==> src/rtl/fwd_pkg.sv <==
package fwd_pkg;
  typedef enum logic [1:0] {
    FWD_RF  = 2'b00,
    FWD_MWB = 2'b01,
    FWD_EXM = 2'b10
  } fwd_sel_e;
endpackage

==> src/rtl/fwd_hit.sv <==
// One producer-versus-source comparison: a producer qualifies only if it
// writes a register, that register is not register 0, and the numbers agree.
module fwd_hit #(
  parameter int REG_W = 5
) (
  input  logic [REG_W-1:0] src,
  input  logic [REG_W-1:0] dst,
  input  logic             wen,
  output logic             hit
);
  logic dst_nonzero;
  logic num_equal;

  always_comb begin
    dst_nonzero = |dst;
    num_equal   = (dst == src);
    hit         = wen & dst_nonzero & num_equal;
  end
endmodule

==> src/rtl/fwd_pick.sv <==
// Priority choice for one operand: the younger producer wins.
module fwd_pick
  import fwd_pkg::*;
(
  input  logic     exm_hit,
  input  logic     mwb_hit,
  output fwd_sel_e sel
);
  always_comb begin
    if (exm_hit)      sel = FWD_EXM;
    else if (mwb_hit) sel = FWD_MWB;
    else              sel = FWD_RF;
  end

  always_comb begin

    pick_prio_chk: assert (!exm_hit || sel == FWD_EXM);

    pick_idle_chk: assert (exm_hit || mwb_hit || sel == FWD_RF);
  end
endmodule

==> src/rtl/fwd_unit.sv <==
module fwd_unit
  import fwd_pkg::*;
#(
  parameter int REG_W = 5
) (
  input  logic [REG_W-1:0] src_a,
  input  logic [REG_W-1:0] src_b,
  input  logic [REG_W-1:0] exm_dst,
  input  logic             exm_wen,
  input  logic [REG_W-1:0] mwb_dst,
  input  logic             mwb_wen,
  output logic [1:0]       sel_a,
  output logic [1:0]       sel_b
);
  localparam int NSRC = 2;

  logic [REG_W-1:0] src_v   [NSRC];
  logic             exm_hit [NSRC];
  logic             mwb_hit [NSRC];
  fwd_sel_e         sel_v   [NSRC];

  assign src_v[0] = src_a;
  assign src_v[1] = src_b;

  for (genvar g = 0; g < NSRC; g++) begin : g_opnd
    fwd_hit #(.REG_W(REG_W)) u_exm (
      .src(src_v[g]), .dst(exm_dst), .wen(exm_wen), .hit(exm_hit[g])
    );
    fwd_hit #(.REG_W(REG_W)) u_mwb (
      .src(src_v[g]), .dst(mwb_dst), .wen(mwb_wen), .hit(mwb_hit[g])
    );
    fwd_pick u_pick (
      .exm_hit(exm_hit[g]), .mwb_hit(mwb_hit[g]), .sel(sel_v[g])
    );
  end

  assign sel_a = sel_v[0];
  assign sel_b = sel_v[1];

  always_comb begin

    sel_legal_chk: assert (sel_a != 2'b11 && sel_b != 2'b11);

    zero_dst_chk: assert (!(exm_dst == '0 && mwb_dst == '0) ||
                          (sel_a == 2'b00 && sel_b == 2'b00));

    no_wen_chk: assert (exm_wen || mwb_wen ||
                        (sel_a == 2'b00 && sel_b == 2'b00));

    exm_match_chk: assert (sel_a != 2'b10 || (exm_dst == src_a && exm_wen));

    mwb_match_chk: assert (sel_a != 2'b01 ||
                           (mwb_dst == src_a && mwb_wen && mwb_dst != '0));
  end
endmodule

==> config.mk <==
export PLATFORM = sky130hd
export DESIGN_NAME = fwd_unit
export DESIGN_NICKNAME = d
export VERILOG_FILES = /design/src/rtl/fwd_pkg.sv /design/src/rtl/fwd_hit.sv /design/src/rtl/fwd_pick.sv /design/src/rtl/fwd_unit.sv
export SDC_FILE = /design/constraint.sdc
export NUM_CORES = 1
export LEC_CHECK = 0
export ABC_AREA = 0
export BUFFER_PORTS_ARGS = -buffer_cell sky130_fd_sc_hd__buf_2
export CAP_MARGIN = 20
export CORE_AREA = 5 5 42 44
export DETAILED_ROUTE_END_ITERATION = 10
export DIE_AREA = 0 0 47 49
export RECOVER_POWER = 50
export SYNTH_ARGS = -nofsm -noshare
export SYNTH_HDL_FRONTEND = slang
export SYNTH_SLANG_ARGS = --single-unit
==> constraint.sdc <==
create_clock -name vclk -period 5.5
set_clock_uncertainty 0.1 [all_clocks]
set_input_delay 1.65 -clock vclk [all_inputs]
set_output_delay 1.65 -clock vclk [all_outputs]
set_load 0.05 [all_outputs]
==> results of run 1 <==
-- metal layers --
| layer | vias up | global-route usage | share of wire |
|---|---|---|---|
| met4 | 0 | 0 | 0 |
| met5 | - | 0 | 0 |
| met1 | 139 | 0.126 | 0.42 |
| met2 | 17 | 0.120 | 0.45 |
| met3 | 0 | 0.0111 | 0.14 |
| li1 | 173 | - | - |
-- cell usage in the layout (no fill, tap or decap) --
master and n:
buf_2 24, xnor2_1 16, xor2_1 4, or4_1 2
nand3_1 2, nor4_1 2, nand2_1 2, nand4_1 2
nor4_2 2, clkbuf_1 2, o21ai_2 1, nor2_1 1
-- worst max-delay path: cells and delay by family --
kind,cells,cell delay [ns]
buffers and inverters,2,0.42
AOI/OAI and AO/OA,1,0.14
and+or+nand+nor,3,0.88
-- worst max path at each step --
stage | cells after the start | end | start | slack (ns)
finish | 6 | sel_a[0] | exm_dst[3] | 0.66
global route | 6 | sel_a[0] | exm_dst[3] | 0.51
CTS | 6 | sel_a[0] | exm_dst[3] | 0.65
detailed placement | 6 | sel_a[0] | exm_dst[3] | 0.65
global placement | 6 | sel_a[0] | exm_dst[3] | 0.64
floorplan | 4 | sel_a[0] | exm_dst[3] | 0.37
-- cell type report --
type	instances	area, um2
well taps	16	20.0
repair buffers	26	128
fillers	180	983
multi-input cells	34	270
-- metrics by stage --
stage               hold WS [ns]   util
CTS                         3.63  0.300
detailed placement          3.63  0.300
global route                3.64  0.298
global placement            3.62  0.300
floorplan                   3.38      -
finish                      3.62  0.298
-- cell families after synthesis --
kind of cell,synth area share
xor gates and xnor gates,0.614
AOI/OAI and AO/OA,0.0307
and+or+nand+nor,0.303
buffers and inverters,0.0526
-- power breakdown --
part,total (W),internal [W],leakage [nW],switching (W)
clock network,0,0,0,0
registers,0,0,0,0
logic,0.0000321,0.0000163,0.167,0.0000158
total,0.0000321,0.0000163,0.167,0.0000158
==> metrics.csv, run 1 <==
stage,metric,value,unit
placement,Final HPWL DP,826,um
timing,Final WS setup,0.662,ns
floorplan,Starting Density,0.204,
route,DRT Wirelength,855,um
cells_and_area,Non-Filler Instances,76,
clocking,post-cts resize count,0,
cells_and_area,clock buf count,0,
floorplan,core box area,1400,um2
worst_hold_path,HP Class,primary input to output port,
logic_synthesis,top cell type's share of synthesized area,0.491,
worst_setup_path,data arrival time of the worst path,3.09,ns
logic_synthesis,sequential area share after synthesis,0,
worst_setup_path,CP most frequent cell,buf_2,
pwr,pwr dens,76.8,nW/um2
global_routing,GRT Total Usage,0.0800,
floorplan,die area,2300,um2
route,vias,329,
worst_setup_path,peak per-stage delay on the critical path,0.53,ns
global_routing,Overflow after GRT,0,
outcome,status,finished clean,
worst_setup_path,CP endpoint kind,output port,
cells_and_area,Area Growth Syn to Fin,46.5,%
timing,final setup vio count,0,
global_routing,vias in the first global route,345,
worst_hold_path,min-delay src,mwb_wen,
worst_hold_path,"Endpoint, Worst Hold",sel_a[0],
worst_setup_path,Setup CP Type,primary input to output port,
cells_and_area,share of layout cells above drive strength 1,0.450,
route,drt pass-1 iters,1,
floorplan,row count,14,
floorplan,Die Ht,49,um
logic_synthesis,Post-Syn Area,285,um2
route,initial drt markers,0,
placement,area post-placement,420,um2
timing,fin crit share,0.880,
timing,FMAX,0.207,GHz
timing,worst-margin pin slew,0.604,ns
cells_and_area,ANT cells,0,
pwr,total power,0.0000321,W
cells_and_area,sequential cell area,0,um2
logic_synthesis,"top cells by count, synth","xnor2_1, xor2_1",
logic_synthesis,"count leader, synth",xnor2_1,
timing,Final Hold Viols,0,
worst_setup_path,crit-path cells,buf_2 > or4_1 > o21ai_2 > nor4_1 > nor4_2 > buf_2,
floorplan,# IOs,26,
timing,Tmin final,4.84,ns
logic_synthesis,Yosys Warn Count,0,
logic_synthesis,top cell type by total area after synthesis,xnor2_1,
floorplan,Die W,47,um
placement,global placement routability congestion,0.703,
logic_synthesis,count of cell types in the netlist,11,
worst_setup_path,"Req. time, crit path",3.75,ns
route,"antenna viol nets, final",0,
pwr,cell leakage power,0.167,nW
clocking,hold_buf cts,0,
timing,Fin Setup TNS,0,ns
global_routing,largest net degree at the start of global routing,4,
worst_setup_path,crit start category,primary input,
worst_hold_path,WHS Path Cells,4,
logic_synthesis,Cells after Synth,36,
placement,Post-Place Setup Slack,0.649,ns
route,DRC violations left,0,
cells_and_area,seq_cells,0,
pwr,worst vdd ir,0.0287,mV
worst_setup_path,"critical path fanouts, max",3,
timing,"Slew Viols, Final",0,
logic_synthesis,"top cells by area, synth","xnor2_1, xor2_1, nor4_2",
placement,DP Cell Count,76,
global_routing,initial antenna violation count,0,
timing,RSZ-0062 raised after global routing,no,
logic_synthesis,Syn Nets,58,
route,Routed wire per std cell,11.3,um
clocking,Setup Buffers After CTS,0,
worst_setup_path,CP max stage cell,or4_1,
timing,slew margin rel.,0.599,
cells_and_area,Final Cell Area,418,um2
global_routing,first-pass GRT wire length,1.48,mm
cells_and_area,Final nets,84,
logic_synthesis,syn avg cell area,7.92,um2
route,via/cell ratio,4.33,
placement,Buffers on Ports,26,
run,Max-Cap Viols,0,
(Power assumes the default switching activity.)
==> inputs of run 2 (changes only) <==
--- a/config.mk
+++ b/config.mk
@@ -14,4 +14,5 @@
 export RECOVER_POWER = 50
 export SYNTH_ARGS = -nofsm -noshare
 export SYNTH_HDL_FRONTEND = slang
+export SYNTH_HIERARCHICAL = 1
 export SYNTH_SLANG_ARGS = --single-unit
==> run 2 against run 1 <==
Largest power group unchanged. Critical path type unchanged. Power down 1.4%. Die area unchanged. Setup slack better by 0.19 ns. Synthesized area up 22%. Synthesized cell count up 22%. Critical path depth down 1.
==> metrics.csv, run 2 <==
stage,metric,value,unit,change
cells_and_area,ANT cells,0,,unchanged
timing,Final Hold Viols,0,,unchanged
route,"antenna viol nets, final",0,,unchanged
worst_setup_path,"critical path fanouts, max",4,,+1
global_routing,Overflow after GRT,0,,unchanged
cells_and_area,most frequent cells in the layout,"buf_2, xor2_1",,
cells_and_area,clock buf count,0,,unchanged
global_routing,GRT Total Usage,0.0835,,+0.00351
route,vias,393,,+19%
logic_synthesis,Post-Syn Area,348,um2,+22%
clocking,hold_buf cts,0,,unchanged
global_routing,first-pass GRT wire length,1.56,mm,+5.6%
floorplan,row count,14,,unchanged
timing,FMAX,0.215,GHz,+4.0%
timing,hold_ws,3.75,ns,+0.131 ns
pwr,cell leakage power,0.210,nW,+26%
timing,"Slew Viols, Final",0,,unchanged
worst_setup_path,Setup CP Type,primary input to output port,,
clocking,post-cts resize count,0,,unchanged
global_routing,vias in the first global route,410,,+19%
logic_synthesis,syn avg cell area,7.91,um2,-0.24%
floorplan,Starting Density,0.248,,+0.0446
worst_setup_path,data arrival time of the worst path,2.90,ns,-0.19 ns
global_routing,largest net degree at the start of global routing,5,,+1
route,initial drt markers,1,,+1
floorplan,# IOs,26,,unchanged
floorplan,Die Ht,49,um,unchanged
logic_synthesis,Cells after Synth,44,,+22%
cells_and_area,Final nets,92,,+9.5%
placement,Buffers on Ports,26,,unchanged
route,via/cell ratio,4.68,,+8.1%
clocking,Setup Buffers After CTS,0,,unchanged
run,Max-Cap Viols,0,,unchanged
timing,Tmin final,4.65,ns,-0.186 ns
floorplan,core box area,1400,um2,unchanged
route,DRT Wirelength,1.00,mm,+17%
cells_and_area,Area Growth Syn to Fin,38.1,%,
logic_synthesis,count of cell types in the netlist,10,,-1
worst_setup_path,crit start category,primary input,,
logic_synthesis,"top cells by area, synth","xor2_1, nor4_2, and4_1",,
cells_and_area,share of layout cells above drive strength 1,0.441,,-0.00882
timing,final setup vio count,0,,unchanged
placement,Final HPWL DP,915,um,+11%
worst_setup_path,"Req. time, crit path",3.75,ns,about the same
pwr,pwr dens,65.8,nW/um2,-14%
global_routing,initial antenna violation count,0,,unchanged
logic_synthesis,top cell type by total area after synthesis,xor2_1,,
placement,global placement routability congestion,0.704,,about the same
logic_synthesis,Yosys Warn Count,6,,+6
logic_synthesis,sequential area share after synthesis,0,,unchanged
cells_and_area,seq_cells,0,,unchanged
logic_synthesis,top cell type's share of synthesized area,0.302,,-0.189
floorplan,die area,2300,um2,unchanged
timing,worst-margin pin slew,0.597,ns,-0.00758 ns
logic_synthesis,Syn Nets,66,,+14%
worst_hold_path,HP Class,primary input to output port,,
route,DRC violations left,0,,unchanged
worst_setup_path,CP endpoint kind,output port,,
cells_and_area,Layout fillers,158,,-12%
cells_and_area,"commonest non-fill, non-tap cell in the layout",buf_2,,
outcome,status,finished clean,,
route,Routed wire per std cell,11.9,um,+6.0%
floorplan,Die W,47,um,unchanged
timing,fin crit share,0.846,,-0.0338
logic_synthesis,"count leader, synth",xor2_1,,
timing,Fin Setup TNS,0,ns,unchanged
cells_and_area,sequential cell area,0,um2,unchanged
pwr,worst vdd ir,0.0167,mV,-42%
route,drt pass-1 iters,3,,+2
timing,RSZ-0062 raised after global routing,no,,
timing,slew margin rel.,0.604,,+0.00503
run 2: cell types whose count changed after synthesis, moves of 2 or more:
cell / change
and4_1: +4
nand2_1: +2
nand3_1: -2
nand4_1: -2
nor2b_4: +2
nor3_1: +4
nor4_1: -2
nor4_2: +2
o21ai_1: +4
or2_0: +4
or4_1: -2
xnor2_1: -12
xor2_1: +8
run 2: layout make-up:
class	count	area (um2)	share of cell area
multi-input cells	42	333	0.693
repair buffers	26	128	0.266
well taps	16	20.0	0.0417
run 2: critical path, stage by stage:
cell and delay, ns:
buf_2 0.13, xor2_1 0.14, nor3_1 0.19, and4_1 0.29
clkbuf_1 0.49
run 2: metal layers:
layer  global-route usage  routed length (um)  up-vias
met1               0.0891                 368      181
met5                    0                   0        -
met2                0.167                 561        9
met4              0.00922                   0        0
li1                     -                   -      203
met3              0.00738                  72        0
run 2: worst paths after layout:
check / depth (start not counted) / endpoint / startpoint
hold / removal: 4 / sel_b[0] / mwb_wen
setup / recovery: 5 / sel_a[1] / exm_dst[3]
run 2: through the flow:
stage                     worst slack, ns  power [W]  instances   util  area, um2
after global placement               1.03  0.0000311         84  0.345        483
after global routing                0.775  0.0000350         84  0.343        480
after detailed placement             1.02  0.0000317         84  0.345        483
final                               0.848  0.0000316         84  0.343        480
after floorplan                      1.28  0.0000150         44      -        348
after CTS                            1.01  0.0000318         84  0.345        483
run 2: kinds of logic (layout without fill, tap and decap cells):
kind of cell	after synthesis	in the layout	share of synthesized area
xor+xnor	16	16	0.403
buf+inv	2	26	0.0432
compound gates	4	4	0.0576
simple gates	22	22	0.496
run 2: where the power goes:
group | internal, W | total, W | switching [W] | leakage [nW]
logic | 0.0000147 | 0.0000316 | 0.0000169 | 0.210
clock network | 0 | 0 | 0 | 0
registers | 0 | 0 | 0 | 0
total | 0.0000147 | 0.0000316 | 0.0000169 | 0.210
==> inputs of run 3 (changes only) <==
==> constraint.sdc (replaced) <==
create_clock -name vclk -period 4.2
set_clock_uncertainty 0.1 [all_clocks]
set_input_delay 1.26 -clock vclk [all_inputs]
set_output_delay 1.26 -clock vclk [all_outputs]
set_load 0.05 [all_outputs]
==> run 3 against run 2 <==
First-iteration DRC count rose to 6.0 times the previous value. Non-clock buffer count stayed put. Wire length decreased by 3.6%. Largest power group unchanged. Largest cell class unchanged.
==> metrics.csv, run 3 (synthesis results as in run 2) <==
stage,metric,value,unit,change
cells_and_area,clock buf count,0,,unchanged
timing,FMAX,0.257,GHz,
placement,Buffers on Ports,26,,unchanged
timing,hold_ws,2.92,ns,-0.825 ns
timing,RSZ-0062 raised after global routing,no,,
worst_hold_path,"Endpoint, Worst Hold",sel_a[1],,
worst_setup_path,data arrival time of the worst path,2.54,ns,-0.36 ns
cells_and_area,Final Cell Area,480,um2,unchanged
cells_and_area,area of the multi-input gates,333,um2,unchanged
route,via/cell ratio,4.67,,-0.25%
route,DRC violations left,0,,unchanged
worst_setup_path,"Req. time, crit path",2.84,ns,-0.91 ns
run,Max-Cap Viols,0,,unchanged
global_routing,GRT Total Usage,0.0779,,-0.00561
timing,fin crit share,0.928,,
pwr,worst vdd ir,0.0216,mV,+29%
pwr,cell leakage power,0.210,nW,about the same
placement,Post-Place Setup Slack,0.501,ns,-0.514 ns
floorplan,core box area,1400,um2,unchanged
global_routing,Overflow after GRT,0,,unchanged
outcome,status,finished clean,,
placement,global placement routability congestion,0.703,,about the same
route,"antenna viol nets, final",0,,unchanged
timing,"Slew Viols, Final",0,,unchanged
timing,slew margin rel.,0.605,,+0.000915
floorplan,Die W,47,um,unchanged
cells_and_area,ANT cells,0,,unchanged
timing,Tmin final,3.90,ns,
worst_hold_path,HP Class,primary input to output port,,
cells_and_area,"commonest non-fill, non-tap cell in the layout",buf_2,,
cells_and_area,fin util,0.343,,unchanged
route,DRT Wirelength,966,um,-3.6%
route,drt pass-1 iters,4,,+1
floorplan,# IOs,26,,unchanged
cells_and_area,Area Growth Syn to Fin,38.1,%,unchanged
cells_and_area,share of layout cells above drive strength 1,0.441,,unchanged
cells_and_area,Final nets,92,,unchanged
global_routing,vias in the first global route,394,,-3.9%
route,vias,392,,-0.25%
timing,Fin Setup TNS,0,ns,unchanged
floorplan,row count,14,,unchanged
global_routing,first-pass GRT wire length,1.48,mm,-5.3%
timing,worst-margin pin slew,0.595,ns,-0.00138 ns
worst_hold_path,min-delay src,exm_wen,,
pwr,pwr dens,85.1,nW/um2,+29%
cells_and_area,most frequent cells in the layout,"buf_2, xor2_1",,
cells_and_area,seq_cells,0,,unchanged
timing,final setup vio count,0,,unchanged
clocking,hold_buf cts,0,,unchanged
floorplan,Die Ht,49,um,unchanged
clocking,post-cts resize count,0,,unchanged
timing,Final Hold Viols,0,,unchanged
worst_setup_path,"critical path fanouts, max",4,,unchanged
worst_setup_path,CP endpoint kind,output port,,
floorplan,Starting Density,0.248,,unchanged
cells_and_area,sequential cell area,0,um2,unchanged
global_routing,initial antenna violation count,0,,unchanged
clocking,Setup Buffers After CTS,0,,unchanged
route,initial drt markers,6,,+5
worst_setup_path,Setup CP Type,primary input to output port,,
route,Routed wire per std cell,11.5,um,-3.6%
worst_setup_path,crit start category,primary input,,
placement,Final HPWL DP,897,um,-1.9%
timing,Final WS setup,0.302,ns,-0.545 ns
floorplan,die area,2300,um2,unchanged
global_routing,largest net degree at the start of global routing,5,,unchanged
worst_hold_path,WHS Path Cells,3,,-1
cells_and_area,Layout fillers,165,,+4.4%
placement,area post-placement,483,um2,unchanged
## run 3: cell counts in the layout (fill, tap and decap cells not counted)
No cell type changed its count.
## run 3: report_power, final
| group | leakage [nW] | switching (W) | total [W] | internal (W) |
|---|---|---|---|---|
| Combinational | 0.210 | 0.0000216 | 0.0000409 | 0.0000193 |
| Sequential | 0 | 0 | 0 | 0 |
| Clock | 0 | 0 | 0 | 0 |
| Total | 0.210 | 0.0000216 | 0.0000409 | 0.0000193 |
## run 3: area by class of cell
| type | instances | area share |
|---|---|---|
| well taps | 16 | 0.0417 |
| multi-input cells | 42 | 0.693 |
| repair buffers | 26 | 0.266 |
## run 3: how the worst max path moves through the flow
stage	start	cells past startpoint	end
after floorplan	exm_dst[0]	4	sel_a[0]
after global placement	exm_dst[0]	6	sel_b[0]
after detailed placement	exm_dst[0]	6	sel_b[0]
after CTS	exm_dst[0]	6	sel_b[0]
after global routing	exm_dst[0]	6	sel_b[0]
final	exm_dst[0]	6	sel_b[0]
## run 3: through the flow
step | power [W] | std cells
2_1_floorplan | 0.0000196 | 44
3_3_place_gp | 0.0000407 | 84
3_5_place_dp | 0.0000414 | 84
4_1_cts | 0.0000415 | 84
5_1_grt | 0.0000455 | 84
6_report | 0.0000409 | 84
## run 3: per-layer routing
metal  share of wire  global-route usage  wire length [um]  up-vias
li1                -                   -                 -      202
met3           0.055             0.00369                53        0
met4               0                   0                 0        0
met2            0.55               0.156               528        9
met1            0.40              0.0891               385      181
met5               0                   0                 0        -
## run 3: worst max-delay path, stage by stage
cell and delay (ns):
buf_2 0.14, nor4_2 0.27, o21ai_1 0.10, and4_1 0.21
nor2b_4 0.10, clkbuf_1 0.46
